File: src/rtl/ble_pkg.sv
package ble_pkg;
  localparam int NBANK = 2;

  typedef struct packed {
    logic [NBANK-1:0] passDown;   // host -> bank latch open
    logic [NBANK-1:0] passUp;     // bank -> host latch open
    logic             upFromB1;   // host mux picks bank 1
    logic             driveHost;  // host port drives
    logic [NBANK-1:0] driveBank;  // bank ports drive
  } ctrlStrobesT;
endpackage

File: src/rtl/ble_ctrl.sv
module ble_ctrl
  import ble_pkg::*;
(
  input  logic        leHostToBank1,
  input  logic        leHostToBank2,
  input  logic        leBank1ToHost,
  input  logic        leBank2ToHost,
  input  logic        selBank1,
  input  logic        oeHostN,
  input  logic        oeBank1N,
  input  logic        oeBank2N,
  output ctrlStrobesT strobes
);
  always_comb begin
    strobes.passDown  = {leHostToBank2, leHostToBank1};
    strobes.passUp    = {leBank2ToHost, leBank1ToHost};
    strobes.upFromB1  = selBank1;
    strobes.driveHost = ~oeHostN;
    strobes.driveBank = {~oeBank2N, ~oeBank1N};
  end
endmodule

File: src/rtl/ble_bushold.sv
module ble_bushold #(
  parameter int W = 12
) (
  input  logic         clk,
  input  logic         rstN,
  input  logic [W-1:0] dIn,
  input  logic         drv,
  output logic [W-1:0] dEff
);
  logic [W-1:0] holdReg;
  logic         live;

  always_ff @(posedge clk or negedge rstN) begin
    if (!rstN) begin
      holdReg <= '0;
      live    <= 1'b0;
    end else begin
      live <= 1'b1;
      if (drv) holdReg <= dIn;
    end
  end

  assign dEff = drv ? dIn : holdReg;


  bushold_keep_chk: assert property (@(posedge clk) disable iff (!rstN)
    (live && !drv) |-> (dEff == $past(dEff)));
endmodule

File: src/rtl/ble_latch.sv
module ble_latch #(
  parameter int W = 12
) (
  input  logic         clk,
  input  logic         rstN,
  input  logic         le,
  input  logic [W-1:0] d,
  output logic [W-1:0] q
);
  logic [W-1:0] stored;
  logic         live;

  always_ff @(posedge clk or negedge rstN) begin
    if (!rstN) begin
      stored <= '0;
      live   <= 1'b0;
    end else begin
      live <= 1'b1;
      if (le) stored <= d;
    end
  end

  assign q = le ? d : stored;


  latch_hold_chk: assert property (@(posedge clk) disable iff (!rstN)
    (live && !le && !$past(le)) |-> $stable(q));
endmodule

File: src/rtl/ble_datapath.sv
module ble_datapath
  import ble_pkg::*;
#(
  parameter int W = 12
) (
  input  logic                       clk,
  input  logic                       rstN,
  input  ctrlStrobesT                strobes,
  input  logic [W-1:0]               hostIn,
  input  logic                       hostInDrv,
  input  logic [NBANK-1:0][W-1:0]    bankIn,
  input  logic [NBANK-1:0]           bankInDrv,
  output logic [W-1:0]               hostOut,
  output logic [W-1:0]               hostOutEn,
  output logic [NBANK-1:0][W-1:0]    bankOut,
  output logic [NBANK-1:0][W-1:0]    bankOutEn
);
  logic [W-1:0]            hostEff;
  logic [NBANK-1:0][W-1:0] bankEff;
  logic [NBANK-1:0][W-1:0] upQ;

  ble_bushold #(.W(W)) uHostHold (
    .clk(clk), .rstN(rstN), .dIn(hostIn), .drv(hostInDrv), .dEff(hostEff)
  );

  for (genvar b = 0; b < NBANK; b++) begin : gBank
    ble_bushold #(.W(W)) uBankHold (
      .clk(clk), .rstN(rstN), .dIn(bankIn[b]), .drv(bankInDrv[b]),
      .dEff(bankEff[b])
    );
    ble_latch #(.W(W)) uDown (
      .clk(clk), .rstN(rstN), .le(strobes.passDown[b]), .d(hostEff),
      .q(bankOut[b])
    );
    ble_latch #(.W(W)) uUp (
      .clk(clk), .rstN(rstN), .le(strobes.passUp[b]), .d(bankEff[b]),
      .q(upQ[b])
    );
    assign bankOutEn[b] = {W{strobes.driveBank[b]}};


    down_pass_chk: assert property (@(posedge clk) disable iff (!rstN)
      strobes.passDown[b] |-> (bankOut[b] == hostEff));

    up_pass_chk: assert property (@(posedge clk) disable iff (!rstN)
      strobes.passUp[b] |-> (upQ[b] == bankEff[b]));
  end

  assign hostOut   = strobes.upFromB1 ? upQ[0] : upQ[1];
  assign hostOutEn = {W{strobes.driveHost}};


  sel_b1_chk: assert property (@(posedge clk) disable iff (!rstN)
    (strobes.upFromB1 && strobes.passUp[0]) |-> (hostOut == bankEff[0]));

  sel_b2_chk: assert property (@(posedge clk) disable iff (!rstN)
    (!strobes.upFromB1 && strobes.passUp[1]) |-> (hostOut == bankEff[1]));
endmodule

File: src/rtl/bus_latch_exchanger.sv
module bus_latch_exchanger
  import ble_pkg::*;
#(
  parameter int W = 12
) (
  input  logic         clk,
  input  logic         rstN,
  input  logic [W-1:0] hostIn,
  input  logic         hostInDrv,
  output logic [W-1:0] hostOut,
  output logic [W-1:0] hostOutEn,
  input  logic [W-1:0] bank1In,
  input  logic         bank1InDrv,
  output logic [W-1:0] bank1Out,
  output logic [W-1:0] bank1OutEn,
  input  logic [W-1:0] bank2In,
  input  logic         bank2InDrv,
  output logic [W-1:0] bank2Out,
  output logic [W-1:0] bank2OutEn,
  input  logic         leHostToBank1,
  input  logic         leHostToBank2,
  input  logic         leBank1ToHost,
  input  logic         leBank2ToHost,
  input  logic         selBank1,
  input  logic         oeHostN,
  input  logic         oeBank1N,
  input  logic         oeBank2N
);
  ctrlStrobesT             strobes;
  logic [NBANK-1:0][W-1:0] bankInV;
  logic [NBANK-1:0][W-1:0] bankOutV;
  logic [NBANK-1:0][W-1:0] bankOutEnV;

  ble_ctrl uCtrl (
    .leHostToBank1(leHostToBank1), .leHostToBank2(leHostToBank2),
    .leBank1ToHost(leBank1ToHost), .leBank2ToHost(leBank2ToHost),
    .selBank1(selBank1), .oeHostN(oeHostN), .oeBank1N(oeBank1N),
    .oeBank2N(oeBank2N), .strobes(strobes)
  );

  assign bankInV = {bank2In, bank1In};

  ble_datapath #(.W(W)) uData (
    .clk(clk), .rstN(rstN), .strobes(strobes),
    .hostIn(hostIn), .hostInDrv(hostInDrv),
    .bankIn(bankInV), .bankInDrv({bank2InDrv, bank1InDrv}),
    .hostOut(hostOut), .hostOutEn(hostOutEn),
    .bankOut(bankOutV), .bankOutEn(bankOutEnV)
  );

  assign bank1Out   = bankOutV[0];
  assign bank2Out   = bankOutV[1];
  assign bank1OutEn = bankOutEnV[0];
  assign bank2OutEn = bankOutEnV[1];


  host_oe_on_chk: assert property (@(posedge clk) disable iff (!rstN)
    !oeHostN |-> (hostOutEn == {W{1'b1}}));

  bank1_oe_off_chk: assert property (@(posedge clk) disable iff (!rstN)
    oeBank1N |-> (bank1OutEn == '0));

  bank2_oe_off_chk: assert property (@(posedge clk) disable iff (!rstN)
    oeBank2N |-> (bank2OutEn == '0));
endmodule

File: config.mk
export PLATFORM = sky130hd
export DESIGN_NAME = bus_latch_exchanger
export DESIGN_NICKNAME = d
export VERILOG_FILES = /design/src/rtl/ble_pkg.sv /design/src/rtl/ble_ctrl.sv /design/src/rtl/ble_bushold.sv /design/src/rtl/ble_latch.sv /design/src/rtl/ble_datapath.sv /design/src/rtl/bus_latch_exchanger.sv
export SDC_FILE = /design/constraint.sdc
export NUM_CORES = 1
export LEC_CHECK = 0
export ABC_AREA = 1
export BUFFER_PORTS_ARGS = -buffer_cell sky130_fd_sc_hd__buf_2
export CORE_MARGIN = 1.5
export CORE_UTILIZATION = 25
export CTS_CLUSTER_DIAMETER = 100
export DETAILED_ROUTE_END_ITERATION = 6
export MAX_ROUTING_LAYER = met4
export PLACE_DENSITY = 0.43
export SLEW_MARGIN = 0
export SYNTH_ARGS = -nofsm -noshare
export SYNTH_HDL_FRONTEND = slang
export SYNTH_SLANG_ARGS = --single-unit
File: constraint.sdc
create_clock -name clk -period 0.85 [get_ports clk]
set_input_delay 0.0425 -clock clk [delete_from_list [all_inputs] [get_ports clk]]
set_output_delay 0.0425 -clock clk [all_outputs]
set_load 0.02 [all_outputs]
==> reports/metrics.yaml, run 1 <==
status: "complete, but fails checks"
violations: "setup timing"
critical_path_class: "flop to output pin"
ys_ff_latch: 84
hpwl_mm: 6.51
rsz0062_at_grt: "true"
stdcell_count: 754
antenna_found_initial: 0
fin_crit_sh_pct: 147
rr_worst_depth: 5
fin_nets: 615
hold_path_startpoint: "hostIn[5]"
cap_violations: 0
io_pins: 121
seq_power_share_pct: 41.0
slew_headroom_pct: 63.0
comb_power_share_pct: 24.1
r2r_slack_ns: -0.20
busiest_layer: "met2"
dp_cells: 705
hp-class: "primary input to flop"
drc: 0
drive_gt1_share_pct: 54.0
met3_usage_pct: 3.17
hold_viol_final: 0
tritoncts: "done"
port_buffers: 120
holdWs_ns: 0.0434
cp-end-kind: "output pin"
numCtsBuffers: 9
grt_pass1_wl_mm: 15.6
layout_commonest_cell: "nand2_1"
worstMarginPinSlew_ns: 0.554
setup_viol: 52
cts_sinks: 84
ant_nets: 0
postSynthCellCount: 417
startpoint: "uData.gBank[0].uUp.stored[8]"
synthTopCellsByArea: "dfrtp_1, nand2_1, buf_4, nand3_1, o21ai_0"
routed_via_density: 4.20
clk_path_buf_depth: 2
synth-seq-area-share_pct: 56.2
antenna_cells: 0
yosys_warnings: 0
hold_path_depth: 5
finalCriticalPeriod_ns: 1.25
via_count: 3170
dpl_worst_slack_ns: -0.207
design.die.area_sq_um: 15700
slew_viol_final: 0
irDropWorstVdd_uv: 1110
synth_cell_types: 15
final_util_pct: 39.9
synth_area_sq_um: 3740
routedWlPerCell_um: 12.6
path_max_fanout: 2
setup_ws_ns: -0.395
clkPwrFrac_pct: 35.0
grt.total_usage_pct: 12.9
reg2reg_to: "uData.gBank[0].uUp.stored[9]"
drt-initial-drc-count: 95
met1_usage_pct: 17.3
start_util_pct: 25.6
fp-row-count: 44
root_buffer: "clkbuf_16"
holdPathEnd: "uData.uHostHold.holdReg[5]"
achievable-frequency_ghz: 0.803
layout_common_cells: "nand2_1, buf_2, dfrtp_1, nand3_2, buf_4"
cp.required_ns: 0.81
cts_max_level: 3
p_switching_w: 0.00309
synth_top_cell_by_area: "dfrtp_1"
core_sq_um: 14600
reg2reg_from: "uData.gBank[0].uBankHold.holdReg[9]"
power.internal_w: 0.00797
switching_share_pct: 27.9
dr.pass1.iters: 5
fin_skew_ns: 0.00704
grt_max_degree: 25
area_growth_pct: 55.9
yosys.area.top_type_share_pct: 56.2
grt-ovfl-total: 0
clk-insertion-delay-late_ns: 0.33
gp_congestion: 0.712
arrival_ns: 1.20
grt_pass1_vias: 3057
power.leakage_nw: 2.90
clk_pin_slew_ns: 0.06
use_met2_pct: 19.2
die_w_um: 125
p_per_area_nw_per_um2: 1900
synth_nets: 466
cp-start-kind: "flop"
drt-total-wl_mm: 9.52
die_y_um: 125
avgSynthCellArea_sq_um: 8.96
[per-stage QoR]
step | total power [W] | instance area [sq um] | TNS [ns]
after floorplan | 0.00589 | 3860 | -0.246
after global placement | 0.00660 | 4670 | -3.35
after detailed placement | 0.00662 | 4670 | -4.05
after CTS | 0.0109 | 5470 | -13.36
after global routing | 0.0117 | 5830 | -16.03
final | 0.0111 | 5830 | -12.90
[state kept, by name (all words and copies together) (netlist names)]
name / cells
uData.gBank.uBankHold.holdReg: 24
uData.gBank.uDown.stored: 24
uData.gBank.uUp.stored: 24
uData.uHostHold.holdReg: 12
[final cells by class]
cell class,instances,area [sq um]
Fill cell,1443,8760
Sequential cell,84,2100
Multi-Input combinational cell,252,1680
Timing Repair Buffer,187,1410
Clock buffer,13,250
Tap cell,184,230
Inverter,32,120
Clock inverter,2,35.0
[worst max-delay path: stages (launching register included)]
cell and delay [ns]:
dfrtp_1 0.36, or2_1 0.23, nand3_2 0.09, nand2_2 0.06, buf_6 0.13
[timing repair]
action / in CTS / in global routing
setup buffers: 10 / 10
endpoints found under the hold margin: 102 / 0
pin swaps: 22 / 45
endpoints found under the setup margin: 44 / 68
resized for setup: 68 / 91
hold buffers: 19 / 0
gates cloned: 0 / 0
[cells by family after synthesis]
| group | Yosys count | share of synthesized area (%) |
|---|---|---|
| buffers and inverters | 81 | 12.4 |
| and+or+nand+nor | 216 | 26.5 |
| DFF | 84 | 56.2 |
| AOI/OAI and AO/OA | 36 | 4.82 |
[how the worst max path moves through the flow]
stage | endpoint | slack, ns | cells past startpoint
floorplan | uData.gBank[0].uDown.stored[8] | -0.07 | 3
global placement | hostOut[7] | -0.19 | 7
detailed placement | hostOut[7] | -0.21 | 7
CTS | hostOut[9] | -0.43 | 4
global route | hostOut[9] | -0.47 | 5
finish | hostOut[8] | -0.40 | 4
[per-layer routing]
metal / vias up / part of all wire (%)
met5: - / 0
met4: 0 / 1.2
met3: 8 / 3.9
met2: 85 / 48
met1: 1502 / 47
li1: 1575 / -
[cell usage after synthesis, drive strengths merged]
cell / n
nand3: 48
clkbuf: 7
and2: 24
dfrtp: 84
inv: 32
nand2: 120
buf: 42
or2: 24
o21ai: 36
[power by group through the flow]
stage | registers, W | clock network [W] | logic, W
after floorplan | 0.00455 | 0 | 0.00134
after global placement | 0.00457 | 0 | 0.00203
after detailed placement | 0.00458 | 0 | 0.00205
after CTS | 0.00452 | 0.00399 | 0.00240
after global routing | 0.00458 | 0.00421 | 0.00290
final | 0.00454 | 0.00387 | 0.00266
(Power assumes the default switching activity.)
==> inputs of run 2 (changes only) <==
- PLACE_DENSITY: 0.43 -> 0.41
- REMOVE_ABC_BUFFERS: not set -> 1
- clock period: 0.85 -> 1.3 ns (I/O delays scaled with it)
==> reports/metrics.yaml, run 2 (synthesis gave the netlist of run 1 again) <==
top_regs: "uData.gBank.uBankHold.holdReg x24, uData.gBank.uDown.stored x24, uData.gBank.uUp.stored x24"
grt_max_degree: 30
dr.pass1.iters: 4
fp-row-count: 44
tritoncts: "done"
routed_via_density: 4.19
critPathSlowestCell: "dlygate4sd3_1"
setup_viol: 0
cap_violations: 0
die_y_um: 125
slowest_delay_ns: 0.52
placed_area_sq_um: 4350
cts_max_level: 3
hp-class: "primary input to flop"
achievable-frequency_ghz: 0.785
io_pins: 121
die_w_um: 125
start_util_pct: 25.6
setup_ws_ns: 0.0262
fillerInstances: 1493
port_buffers: 120
path_max_fanout: 2
slew_viol_final: 0
drt-initial-drc-count: 157
hpwl_mm: 6.31
numCtsBuffers: 9
cp.required_ns: 1.24
tns_ns: 0
fin_crit_sh_pct: 98.0
status: "complete, no violations"
holdWs_ns: 0.0341
startpoint: "bank1In[9]"
cp-start-kind: "primary input"
root_buffer: "clkbuf_16"
drive_gt1_share_pct: 43.5
critical_path.top_delay_family: "buffers and inverters"
power.leakage_nw: 2.67
layout_commonest_cell: "buf_2"
ant_nets: 0
dpl_worst_slack_ns: -0.000103
critPathBufInv: 3
cts_sinks: 84
arrival_ns: 1.21
power_w: 0.00713
hold_path_startpoint: "hostIn[10]"
fin_skew_ns: 0.00348
critical_path_class: "primary input to output pin"
fin_nets: 586
worstMarginPinSlew_ns: 0.526
grt_pass1_vias: 2918
drc: 0
via_count: 3045
layout_common_cells: "buf_2, nand2_1, dfrtp_1, nand3_2, nand2_2"
final_cell_area_sq_um: 5340
rsz0062_at_grt: "true"
area_growth_pct: 42.9
antenna_cells: 0
slew_headroom_pct: 64.9
gp_congestion: 0.728
clk_pin_slew_ns: 0.06
clk_path_buf_depth: 2
grt-ovfl-total: 0
core_sq_um: 14600
reg2reg_from: "uData.gBank[1].uUp.stored[5]"
cp-end-kind: "output pin"
hold_viol_final: 0
crit_chain: "dlygate4sd3_1 > buf_2 > nand2_1 > nand3_1 > nand3_2 > nand2_2 > buf_6"
finalCriticalPeriod_ns: 1.27
antenna_found_initial: 0
clk-insertion-delay-late_ns: 0.34
design.die.area_sq_um: 15700
irDropWorstVdd_uv: 693
grt.total_usage_pct: 12.5
p_per_area_nw_per_um2: 1340
grt_pass1_wl_mm: 15.0
drt-total-wl_mm: 9.26
routedWlPerCell_um: 12.8
run 2: cell types whose count changed in the layout (fill, tap and decap cells not counted), moves of 12 or more:
| cell | before | now |
|---|---|---|
| buf_4 | 36 | 12 |
| buf_6 | 32 | 12 |
| o21ai_1 | 0 | 19 |
| o21ai_2 | 28 | 9 |
| and2_1 | 12 | 24 |
| and2_4 | 12 | 0 |
| buf_2 | 94 | 106 |
run 2: stage by stage:
stage	std cells	utilization [%]
floorplan	368	-
global placement	683	29.8
detailed placement	683	29.8
CTS	724	35.0
global route	726	36.6
finish	726	36.6
run 2: cell type report:
| cell class | instances | area, sq um | area share (%) |
|---|---|---|---|
| multi-input cells | 252 | 1500 | 28.1 |
| clock inverters | 4 | 72.6 | 1.36 |
| inverters | 32 | 120 | 2.25 |
| well taps | 184 | 230 | 4.31 |
| flip-flops and latches | 84 | 2100 | 39.4 |
| clock buffers | 12 | 246 | 4.62 |
| repair buffers | 158 | 1070 | 20.0 |
run 2: power by group:
part           switching, W  total [W]  internal, W
Clock               0.00101    0.00275      0.00173
Combinational      0.000857    0.00144     0.000578
Sequential        0.0000738    0.00295      0.00288
Total               0.00194    0.00713      0.00519
run 2: worst min-delay path, stage by stage:
cell	delay, ns
buf_2	0.08
inv_1	0.03
nand2_1	0.06
o21ai_2	0.07
inv_1	0.05
run 2: final timing paths:
| path | to | slack, ns | cells past startpoint |
|---|---|---|---|
| max | hostOut[9] | 0.03 | 7 |
| min | uData.uHostHold.holdReg[10] | 0.03 | 5 |
| max reg2reg | uData.gBank[1].uUp.stored[5] | 0.42 | 2 |
| min reg2reg | uData.gBank[1].uBankHold.holdReg[9] | 0.47 | 2 |
| max in group asynchronous | uData.gBank[0].uBankHold.holdReg[2] | 0.56 | 3 |
| min in group asynchronous | uData.uHostHold.holdReg[9] | 0.22 | 2 |
run 2: timing repair:
action	in CTS	in global routing
hold buffers	25	0
buffers inserted	0	2
hold endpoints to repair	49	0
pin swaps	8	33
endpoints found under the setup margin	35	34
resized for setup	70	68
run 2: routing by layer:
layer | vias to the layer above | GRT usage [%] | part of all wire (%)
met5 | - | - | 0
met4 | 0 | 3.21 | 1.0
met1 | 1402 | 16.1 | 46
li1 | 1515 | - | -
met3 | 7 | 4.11 | 7.1
met2 | 121 | 19.1 | 46
==> inputs of run 3 (changes only) <==
- ABC_AREA: 1 -> not set
==> reports/metrics.yaml, run 3 <==
synth-seq-area-share_pct: 58.1
numCtsBuffers: 9
path_max_fanout: 2
drt-total-wl_mm: 8.18
dpl_worst_slack_ns: -0.149
grt.total_usage_pct: 11.4
final_cell_area_sq_um: 5310
synth_top_cell_by_area: "dfrtp_1"
drt-initial-drc-count: 67
routed_via_density: 4.03
area_growth_pct: 46.8
grt_pass1_vias: 2383
multi_input_area_sq_um: 1450
dp_cells: 527
setup_ws_ns: -0.417
p_per_area_nw_per_um2: 1380
routedWlPerCell_um: 14.3
synth_area_sq_um: 3620
finalCriticalPeriod_ns: 1.72
synth_cell_types: 11
grt_max_degree: 32
fin_skew_ns: 0.00335
layout_common_cells: "dfrtp_1, buf_2, mux2_4, buf_6, buf_4"
die_w_um: 123
cp-start-kind: "flop"
power.leakage_nw: 2.57
core_sq_um: 14000
hpwl_mm: 5.39
fin_nets: 434
fillerInstances: 1356
status: "complete, but fails checks"
via_count: 2299
drc: 0
synth_most_common_cell: "dfrtp_1"
avgSynthCellArea_sq_um: 13.8
hp-class: "primary input to flop"
layout_commonest_cell: "dfrtp_1"
cts_sinks: 84
antenna_cells: 0
slew_viol_final: 0
yosys.area.top_type_share_pct: 58.1
root_buffer: "clkbuf_16"
fin_crit_sh_pct: 132
slew_headroom_pct: 60.5
placed_area_sq_um: 4290
cap_violations: 0
hold_viol_final: 19
irDropWorstVdd_uv: 637
antenna_found_initial: 0
top_regs: "uData.gBank.uBankHold.holdReg x24, uData.gBank.uDown.stored x24, uData.gBank.uUp.stored x24"
rsz0062_at_grt: "true"
stdcell_count: 570
power_w: 0.00734
synthFlopType: "dfrtp_1"
achievable-frequency_ghz: 0.582
gp_congestion: 0.672
yosys_warnings: 0
hold_buffers: 7
tritoncts: "done"
violations: "hold timing, setup timing"
postSynthCellCount: 262
synth_edf_count: 0
grt-ovfl-total: 0
grt_pass1_wl_mm: 12.6
startpoint: "uData.gBank[1].uBankHold.holdReg[10]"
cp.required_ns: 1.24
clk-insertion-delay-late_ns: 0.33
fp-row-count: 43
port_buffers: 120
setup_viol: 12
ant_nets: 0
cts_max_level: 3
hold_path_startpoint: "bank1In[3]"
io_pins: 121
critical_path_class: "flop to output pin"
ys_top_cells_by_count: "dfrtp_1, mux2_4, buf_4"
async_flop_share_pct: 100
design.die.area_sq_um: 15200
clk_path_buf_depth: 2
reg2reg_from: "uData.uHostHold.holdReg[7]"
arrival_ns: 1.65
ys_ff_latch: 84
synthTopCellsByArea: "dfrtp_1, mux2_4, buf_4, mux2_2, a21oi_1"
clk_pin_slew_ns: 0.06
die_y_um: 123
worstMarginPinSlew_ns: 0.593
holdWs_ns: -0.0245
start_util_pct: 25.9
cp-end-kind: "output pin"
dr.pass1.iters: 4
drive_gt1_share_pct: 66.4
regArea_sq_um: 2100
run 3: cell type report:
class                      instances  area share, %
sequential                        84           39.6
multi-input combinational        120           27.3
timing repair buffer             155           22.4
clock buffer                      13           5.09
tap                              180           4.24
inverter                          15           1.06
clock inverter                     3          0.377
run 3: worst paths after layout:
path / slack [ns] / cells past startpoint / end
worst max-delay path: -0.42 / 4 / hostOut[10]
worst min-delay path: -0.02 / 2 / uData.gBank[0].uBankHold.holdReg[3]
worst max register to register: 0.13 / 7 / uData.uHostHold.holdReg[7]
worst min register to register: 0.49 / 1 / uData.gBank[1].uUp.stored[7]
max in group asynchronous: 0.59 / 3 / uData.gBank[0].uBankHold.holdReg[7]
min in group asynchronous: 0.21 / 2 / uData.uHostHold.holdReg[9]
run 3: cells by family after synthesis:
group | share of synthesized area [%]
DFF | 58.1
muxes | 26.1
buffers and inverters | 9.96
AOI/OAI and AO/OA | 3.32
and+or+nand+nor | 2.49
run 3: power by group:
part / total, W / internal [W] / switching, W
clock network: 0.00245 / 0.00145 / 0.000999
registers: 0.00303 / 0.00293 / 0.000103
logic: 0.00186 / 0.000990 / 0.000872
run 3: worst max-delay path, stage by stage (launching register included):
cell     delay, ns
dfrtp_1       0.36
mux2_4        0.27
mux2_4        0.27
mux2_4        0.29
buf_6         0.13
run 3: routing by layer:
layer | GRT usage (%) | part of all wire (%) | routed length [um]
met5 | - | 0 | 0
met4 | 3.66 | 1.3 | 104
met3 | 3.51 | 7.2 | 591
met2 | 17.4 | 43 | 3530
met1 | 14.5 | 48 | 3960
run 3: stage by stage:
| step | TNS [ns] | hold WS [ns] | util (%) |
|---|---|---|---|
| floorplan | -7.05 | -0.231 | - |
| global placement | -1.28 | 0.0136 | 30.7 |
| detailed placement | -1.37 | 0.0177 | 30.7 |
| CTS | -5.09 | -0.0387 | 36.9 |
| global route | -5.40 | -0.0337 | 38.0 |
| finish | -4.81 | -0.0245 | 38.0 |
run 3: timing repair:
action,CTS,global route
endpoints found under the hold margin,80,20
endpoints found under the setup margin,36,36
buffers inserted,16,6
gates resized for setup,101,31
pin swaps,6,14
